### config.mk
export PLATFORM = sky130hd
export DESIGN_NAME = sema_bank
export DESIGN_NICKNAME = d
export VERILOG_FILES = /design/src/rtl/sema_pkg.sv /design/src/rtl/sema_port_dec.sv /design/src/rtl/sema_cell.sv /design/src/rtl/sema_rdport.sv /design/src/rtl/sema_bank.sv
export SDC_FILE = /design/constraint.sdc
export NUM_CORES = 1
export LEC_CHECK = 0
export ABC_CLOCK_PERIOD_IN_PS = 4090
export BUFFER_PORTS_ARGS = -buffer_cell sky130_fd_sc_hd__buf_2
export CORE_UTILIZATION = 38
export DETAILED_ROUTE_END_ITERATION = 8
export PLACE_DENSITY = 0.7
export SLEW_MARGIN = 30
export SYNTH_ARGS = -nofsm -noshare
export SYNTH_HDL_FRONTEND = slang
export SYNTH_HIERARCHICAL = 1
export SYNTH_SLANG_ARGS = --single-unit
### constraint.sdc
create_clock -name clk -period 4.09 [get_ports clk]
set_input_delay 0 -clock clk [delete_from_list [all_inputs] [get_ports clk]]
set_output_delay 0 -clock clk [all_outputs]
set_load 0.005 [all_outputs]
### src/rtl/sema_pkg.sv
package sema_pkg;

    typedef enum logic [1:0] {
        OWN_NONE  = 2'd0,
        OWN_LEFT  = 2'd1,
        OWN_RIGHT = 2'd2
    } owner_e;

    // Request bit after an optional write: data 0 asks, data 1 withdraws.
    function automatic logic next_req(input logic cur, input logic wen, input logic wbit);
        return wen ? ~wbit : cur;
    endfunction

    // Ownership after the request bits of this edge are known.
    function automatic owner_e next_owner(input owner_e cur, input logic want_l, input logic want_r);
        owner_e nxt;
        case (cur)
            OWN_LEFT:  nxt = want_l ? OWN_LEFT  : (want_r ? OWN_RIGHT : OWN_NONE);
            OWN_RIGHT: nxt = want_r ? OWN_RIGHT : (want_l ? OWN_LEFT  : OWN_NONE);
            default:   nxt = want_l ? OWN_LEFT  : (want_r ? OWN_RIGHT : OWN_NONE);
        endcase
        return nxt;
    endfunction

endpackage

### src/rtl/sema_port_dec.sv
module sema_port_dec #(
    parameter int ADDR_W = 14,
    parameter int DATA_W = 18,
    parameter int NSEM   = 8
) (
    input  logic                      sel,
    input  logic                      ce,
    input  logic                      wr,
    input  logic [ADDR_W-1:0]         adr,
    input  logic [DATA_W-1:0]         wdata,
    output logic [NSEM-1:0]           wsel,
    output logic                      wbit,
    output logic                      rd,
    output logic [$clog2(NSEM)-1:0]   ridx
);
    localparam int IDX_W = $clog2(NSEM);

    logic active;
    logic unused_bits;

    assign active = sel & ~ce;
    assign rd     = active & ~wr;
    assign ridx   = adr[IDX_W-1:0];
    assign wbit   = wdata[0];

    genvar g;
    generate
        for (g = 0; g < NSEM; g++) begin : g_wsel
            assign wsel[g] = active & wr & (adr[IDX_W-1:0] == IDX_W'(g));
        end
    endgenerate

    assign unused_bits = ^{wdata[DATA_W-1:1], adr[ADDR_W-1:IDX_W]};

endmodule

### src/rtl/sema_cell.sv
module sema_cell
    import sema_pkg::*;
(
    input  logic clk,
    input  logic rst,
    input  logic wen_l,
    input  logic wbit_l,
    input  logic wen_r,
    input  logic wbit_r,
    output logic owns_l,
    output logic owns_r,
    output logic req_l,
    output logic req_r
);
    owner_e own_q, own_n;
    logic   rl_q, rr_q, rl_n, rr_n;

    always_comb begin
        rl_n  = next_req(rl_q, wen_l, wbit_l);
        rr_n  = next_req(rr_q, wen_r, wbit_r);
        own_n = next_owner(own_q, rl_n, rr_n);
    end

    always_ff @(posedge clk) begin
        if (rst) begin
            own_q <= OWN_NONE;
            rl_q  <= 1'b0;
            rr_q  <= 1'b0;
        end else begin
            own_q <= own_n;
            rl_q  <= rl_n;
            rr_q  <= rr_n;
        end
    end

    assign owns_l = (own_q == OWN_LEFT);
    assign owns_r = (own_q == OWN_RIGHT);
    assign req_l  = rl_q;
    assign req_r  = rr_q;

endmodule

### src/rtl/sema_rdport.sv
module sema_rdport #(
    parameter int DATA_W = 18,
    parameter int NSEM   = 8
) (
    input  logic                     clk,
    input  logic                     rst,
    input  logic                     rd,
    input  logic [$clog2(NSEM)-1:0]  ridx,
    input  logic [NSEM-1:0]          not_mine,
    output logic [DATA_W-1:0]        rdata
);
    always_ff @(posedge clk) begin
        if (rst) begin
            rdata <= '1;
        end else if (rd) begin
            rdata <= {DATA_W{not_mine[ridx]}};
        end
    end
endmodule

### src/rtl/sema_bank.sv
module sema_bank #(
    parameter int ADDR_W = 14,
    parameter int DATA_W = 18,
    parameter int NSEM   = 8
) (
    input  logic              clk,
    input  logic              rst,
    input  logic              l_sel,
    input  logic              l_ce,
    input  logic              l_wr,
    input  logic [ADDR_W-1:0] l_adr,
    input  logic [DATA_W-1:0] l_wdata,
    output logic [DATA_W-1:0] l_rdata,
    input  logic              r_sel,
    input  logic              r_ce,
    input  logic              r_wr,
    input  logic [ADDR_W-1:0] r_adr,
    input  logic [DATA_W-1:0] r_wdata,
    output logic [DATA_W-1:0] r_rdata
);
    localparam int IDX_W = $clog2(NSEM);

    logic [NSEM-1:0]  l_wsel, r_wsel;
    logic             l_wbit, r_wbit;
    logic             l_rd, r_rd;
    logic [IDX_W-1:0] l_ridx, r_ridx;
    logic [NSEM-1:0]  owns_l, owns_r, req_l, req_r;

    sema_port_dec #(.ADDR_W(ADDR_W), .DATA_W(DATA_W), .NSEM(NSEM)) u_dec_l (
        .sel(l_sel), .ce(l_ce), .wr(l_wr), .adr(l_adr), .wdata(l_wdata),
        .wsel(l_wsel), .wbit(l_wbit), .rd(l_rd), .ridx(l_ridx)
    );

    sema_port_dec #(.ADDR_W(ADDR_W), .DATA_W(DATA_W), .NSEM(NSEM)) u_dec_r (
        .sel(r_sel), .ce(r_ce), .wr(r_wr), .adr(r_adr), .wdata(r_wdata),
        .wsel(r_wsel), .wbit(r_wbit), .rd(r_rd), .ridx(r_ridx)
    );

    genvar g;
    generate
        for (g = 0; g < NSEM; g++) begin : g_cell
            sema_cell u_cell (
                .clk(clk), .rst(rst),
                .wen_l(l_wsel[g]), .wbit_l(l_wbit),
                .wen_r(r_wsel[g]), .wbit_r(r_wbit),
                .owns_l(owns_l[g]), .owns_r(owns_r[g]),
                .req_l(req_l[g]), .req_r(req_r[g])
            );
        end
    endgenerate

    sema_rdport #(.DATA_W(DATA_W), .NSEM(NSEM)) u_rd_l (
        .clk(clk), .rst(rst), .rd(l_rd), .ridx(l_ridx),
        .not_mine(~owns_l), .rdata(l_rdata)
    );

    sema_rdport #(.DATA_W(DATA_W), .NSEM(NSEM)) u_rd_r (
        .clk(clk), .rst(rst), .rd(r_rd), .ridx(r_ridx),
        .not_mine(~owns_r), .rdata(r_rdata)
    );

endmodule

Word-level counts from Yosys, hierarchy flattened:

Index checks and enable logic that the tools add are counted.

* output and inout port bits: 36
* input port bits: 72
* register bits after elaboration: 34
* logic and storage cells: 150

* magnitude comparators: 2
* eq/ne operators: 30
* muxes and demuxes: 60
* bitwise logic cells: 30
* reductions and logical operators: 2

Operator list (count)
* $mux 2: 32
* $mux 1: 26
* $eq 3x3->1 const B: 8
* $and 1x1->1: 22
* $eq 2x1->1 const B: 8
* $eq 2x2->1 const B: 8
* $not 8->8: 2
* $eq 3x2->1 const B: 4
* $lt 3x4->1 const B: 2
* $bmux 1 s3: 2
* $eq 3x1->1 const B: 2
* $logic_not 3->1: 2
* $not 1->1: 6

Logic depth before layout (Yosys ltp):

* depth in word-level cells: 8
* depth in mapped cells: 5
* mapped depth without buffers: 5

Modules after synthesis:

Netlist, hierarchy kept.

By module, submodules not included
* sema_cell: cells an instance 15, sequential area each 80.1 µm², area an instance 156.4 µm², instances 8
* sema_rdport: cells an instance 28, sequential area each 20.0 µm², area an instance 234.0 µm², instances 2
* sema_port_dec: cells an instance 19, sequential area each 0.0 µm², area an instance 116.4 µm², instances 2
* sema_bank: cells an instance 16, sequential area each 0.0 µm², area an instance 60.1 µm², instances 1

Worst setup path before layout:

Ideal clock, no wire load.

* kind: reg-to-reg
* start: register g_cell[7].u_cell.own_q[0]
* end: register, netlist name u_rd_r/rdata[0]
* arrival time: 1164 ps
* buffers on the path: 0
* period minus slack after synthesis: 1292 ps
* stages on the path, launching flop included: 6
* library setup time: 128 ps
* slack: 2798 ps
* data required time: 3962 ps
* path through: dfxtp_1 > and2b_4 > inv_1 > mux4_2 > nor2b_1 > o31ai_1

* cells in the longest elaborated chain, start to end: 4

Ends and longest elaborated chain
* start, declared: line sema_cell.sv:15 `owner_e own_q, own_n;`
* start signal, assigned: line sema_cell.sv:30 `own_q <= own_n;`
* $eq 2x2->1: line sema_cell.sv:37 `assign owns_r = (own_q == OWN_RIGHT);`
* via owns_r[7]: line sema_bank.sv:27 `logic [NSEM-1:0] owns_l, owns_r, req_l, req_r;`
* $not 8->8: line sema_bank.sv:59 `.not_mine(~owns_r), .rdata(r_rdata)`
* $bmux 1 s3: line sema_rdport.sv:16 `rdata <= {DATA_W{not_mine[ridx]}};`
* $mux 1 (not written as such): line sema_rdport.sv:16

The timed path passes the listed nets, and every way through them passes these cells. The select of a mux whose other input is x is not followed.
A chain may end at the register's enable or synchronous reset.

Worst setup path in the final report:

* start: register g_cell[3].u_cell.own_q[0]
* end: register, netlist name u_rd_r/rdata[0]

* cells in the longest elaborated chain, start to end: 4

Ends and longest elaborated chain (line)
* start, declared: sema_cell.sv:15
* start signal, assigned: sema_cell.sv:30
* $eq 2x2->1: sema_cell.sv:37
* via owns_r[3]: sema_bank.sv:27
* $not 8->8: sema_bank.sv:59
* $bmux 1 s3: sema_rdport.sv:16
* $mux 1 (not written as such): sema_rdport.sv:16

The timed path passes the listed nets, and every way through them passes these cells. The select of a mux whose other input is x is not followed.

==> key figures <==
Clock network
  • CTS tree: yes
  • Root buffer cell: clkbuf_8
  • PostCTS Resize Cnt: 0
  • CTS max path bufs: 2
  • Postcts setup bufs: 0
  • CTS buffer count: 5
  • Quantity of hold-fixing buffers added after cts: 0
  • H-tree depth: 2
  • Worst-path clk slew: 70 ps
  • Clk sink count: 34
  • Clock latency on the worst-skew pair: 280 ps

STA
  • Slew headroom: 68.7%
  • Hold_ws: 60.7 ps
  • Final min period: 1380 ps
  • Setup violators final: 0
  • Final Hold Fails: 0
  • Final Cycle Share: 33.8%
  • Fmax: 724 MHz
  • Worst Skew: 7.68 ps
  • Slew at the pin closest to its max-slew limit: 458 ps
  • RSZ-0062 raised after global routing: no
  • Setup TNS: 0 ps
  • Worst Slack Setup Final: 2710 ps
  • Final Max Tran Viols: 0

Global route
  • Antenna violations before repair: 0
  • Vias in the first global route: 1181
  • Largest net degree at the start of global routing: 27
  • Total track usage: 12.9%
  • Global-route wire length before repair: 5240 um
  • Overflow after GRT: 0

Finish
  • Post-route cell area: 2130 sq um
  • Fin cells: 317
  • Share of cells above drive strength 1: 33.2%
  • Area Growth Syn to Fin: 5.91%
  • NumNets Final: 318
  • Number of filler instances in the final layout: 505
  • Number of diodes: 0
  • Final core utilization: 41.7%

Worst setup path
  • Largest fanout on the critical path: 3
  • Worst Reg-to-Reg Cells: 5
  • R2r endpoint: u_rd_r/rdata[0]$_SDFFE_PP1P_
  • Worst Path Arrival: 1540 ps
  • Crit Reg-Reg Startpoint: g_cell[3].u_cell/own_q[0]$_SDFF_PP0_
  • Reg2Reg Setup Slack: 2710 ps
  • Setup CP Type: flop to flop
  • Crit. End Element: flop
  • CP Launch Type: flop
  • Critical Path Max Stage Delay: 440 ps
  • Max stage delay cell, worst path: mux4_2
  • Required @ worst endpoint: 4250 ps
  • Worst-path cell chain: and2b_4 > inv_1 > mux4_2 > nor2b_1 > o31ai_1

Power and ir drop
  • P per Cell Area: 307 nW/um^2
  • Peak supply drop: 118 uV
  • Total Power: 654 uW
  • Static Leak: 0.876 nW

Yosys
  • Synth cell types: 24
  • Leading cell types by count after synthesis: 42 x buf_4, 42 x inv_1, 34 x dfxtp_1
  • Synth top area share: 33.8%
  • Net Count, Synth: 302
  • Mapped cell area: 2010 sq um
  • Cells after Synth: 230
  • Yosys reg bits: 34
  • EDFF count, synth: 0
  • Ys flop type: dfxtp_1
  • Sequential share of the synthesized area: 33.8%
  • Ys async rst share: 0%
  • Ys Warns: 6
  • Avg Cell Area, Syn: 8.75 sq um
  • Top cells by area, synth: dfxtp_1 34%, buf_4 16%, mux2i_1 8.0%
  • Dominant cell type by area after synthesis: dfxtp_1

Die
  • Ports: 108
  • DIE WIDTH: 74.8 um
  • Initial Utilization: 39.4%
  • Die area: 5590 sq um
  • Core footprint: 5110 sq um
  • Row count: 26
  • DIE HEIGHT: 74.8 um

Placement
  • Post-Place Worst Slack: 2720 ps
  • Post-DP HPWL: 2520 um
  • Global placer's final weighted congestion: 0.814
  • Placed instance area: 2040 sq um
  • I/O Buffers: 51
  • Dpl cells: 309

Routing
  • Via density: 4.45
  • Initial DRC Count: 38
  • DRC viols: 0
  • Post-route antenna net violation count: 0
  • Average wire per cell in the routed design: 10.6 um
  • DR vias: 1410
  • Final WL: 3370 um
  • Initial DRT Pass Iterations: 4

Outcome
  • Status: complete, no violations

Job
  • Max cap viols: 0

Min path
  • HP Start: r_ce
  • Worst hold path type: primary input to flop
  • Hold Path Sink: u_rd_r/rdata[0]$_SDFFE_PP1P_
  • Hold path depth: 5
registers in the layout, indices dropped and copies added (netlist names):
name and flops:
g_cell.u_cell/own_q 16, u_rd_l/rdata 1, u_rd_r/rdata 1, g_cell.u_cell/req_l 8, g_cell.u_cell/req_r 8
power by group:
part           leakage [nW]  internal [mW]  switching [mW]
clock                0.0482          0.136           0.116
combinational         0.554         0.0296          0.0346
sequential            0.274          0.334         0.00400
total                 0.876          0.500           0.154
cell type report:
cell class	instances	area, sq um	area share, %
tap	70	87.6	4.11
clock inverter	1	5.00	0.235
clock buffer	7	86.3	4.05
multi-input combinational	112	858	40.3
inverter	42	158	7.40
sequential	34	681	31.9
timing repair buffer	51	255	12.0
placed cells by master (no fill, tap or decap), types with 6 or more instances in the layout:
master | Yosys | routed
buf_2 | 0 | 51
and2_2 | 8 | 8
nor2b_1 | 10 | 10
inv_1 | 42 | 42
o211a_1 | 8 | 8
dfxtp_1 | 34 | 34
a211oi_1 | 8 | 8
clkbuf_8 | 0 | 6
mux2i_1 | 16 | 16
and2b_4 | 10 | 10
nor2_1 | 20 | 20
how the worst max path moves through the flow:
stage | from | end | slack, ps | cells past startpoint
final | g_cell[3].u_cell/own_q[0]$_SDFF_PP0_ | u_rd_r/rdata[0]$_SDFFE_PP1P_ | 2710 | 5
after global routing | g_cell[7].u_cell/own_q[0]$_SDFF_PP0_ | u_rd_r/rdata[0]$_SDFFE_PP1P_ | 2640 | 5
after CTS | g_cell[3].u_cell/own_q[0]$_SDFF_PP0_ | u_rd_r/rdata[0]$_SDFFE_PP1P_ | 2700 | 5
after detailed placement | l_adr[0] | g_cell[0].u_cell/own_q[1]$_SDFF_PP0_ | 2720 | 5
after global placement | g_cell[3].u_cell/own_q[0]$_SDFF_PP0_ | u_rd_r/rdata[0]$_SDFFE_PP1P_ | 2720 | 5
after floorplan | g_cell[7].u_cell/own_q[0]$_SDFF_PP0_ | u_rd_r/rdata[0]$_SDFFE_PP1P_ | 2800 | 5
worst max-delay path, delay by kind of cell (launching register included):
family / cells / cell delay [ps]
simple gates: 2 / 380
mux: 1 / 440
buf+inv: 1 / 50
flops: 1 / 310
compound gates: 1 / 90
routing by layer:
metal / global-route usage, % / share of wire (%) / up-vias
met5: 0 / 0 / -
met4: 6.29 / 1.9 / 0
met3: 3.61 / 4.0 / 5
met2: 21.5 / 46 / 36
met1: 15.2 / 48 / 639
li1: - / - / 730
cells by family after synthesis:
logic type	synth area share [%]
buffers and inverters	23.5
AND/OR/NAND/NOR	21.8
flip-flops	33.8
AO/OA/AOI/OAI	9.58
multiplexers	11.3
(Power assumes the default switching activity.)
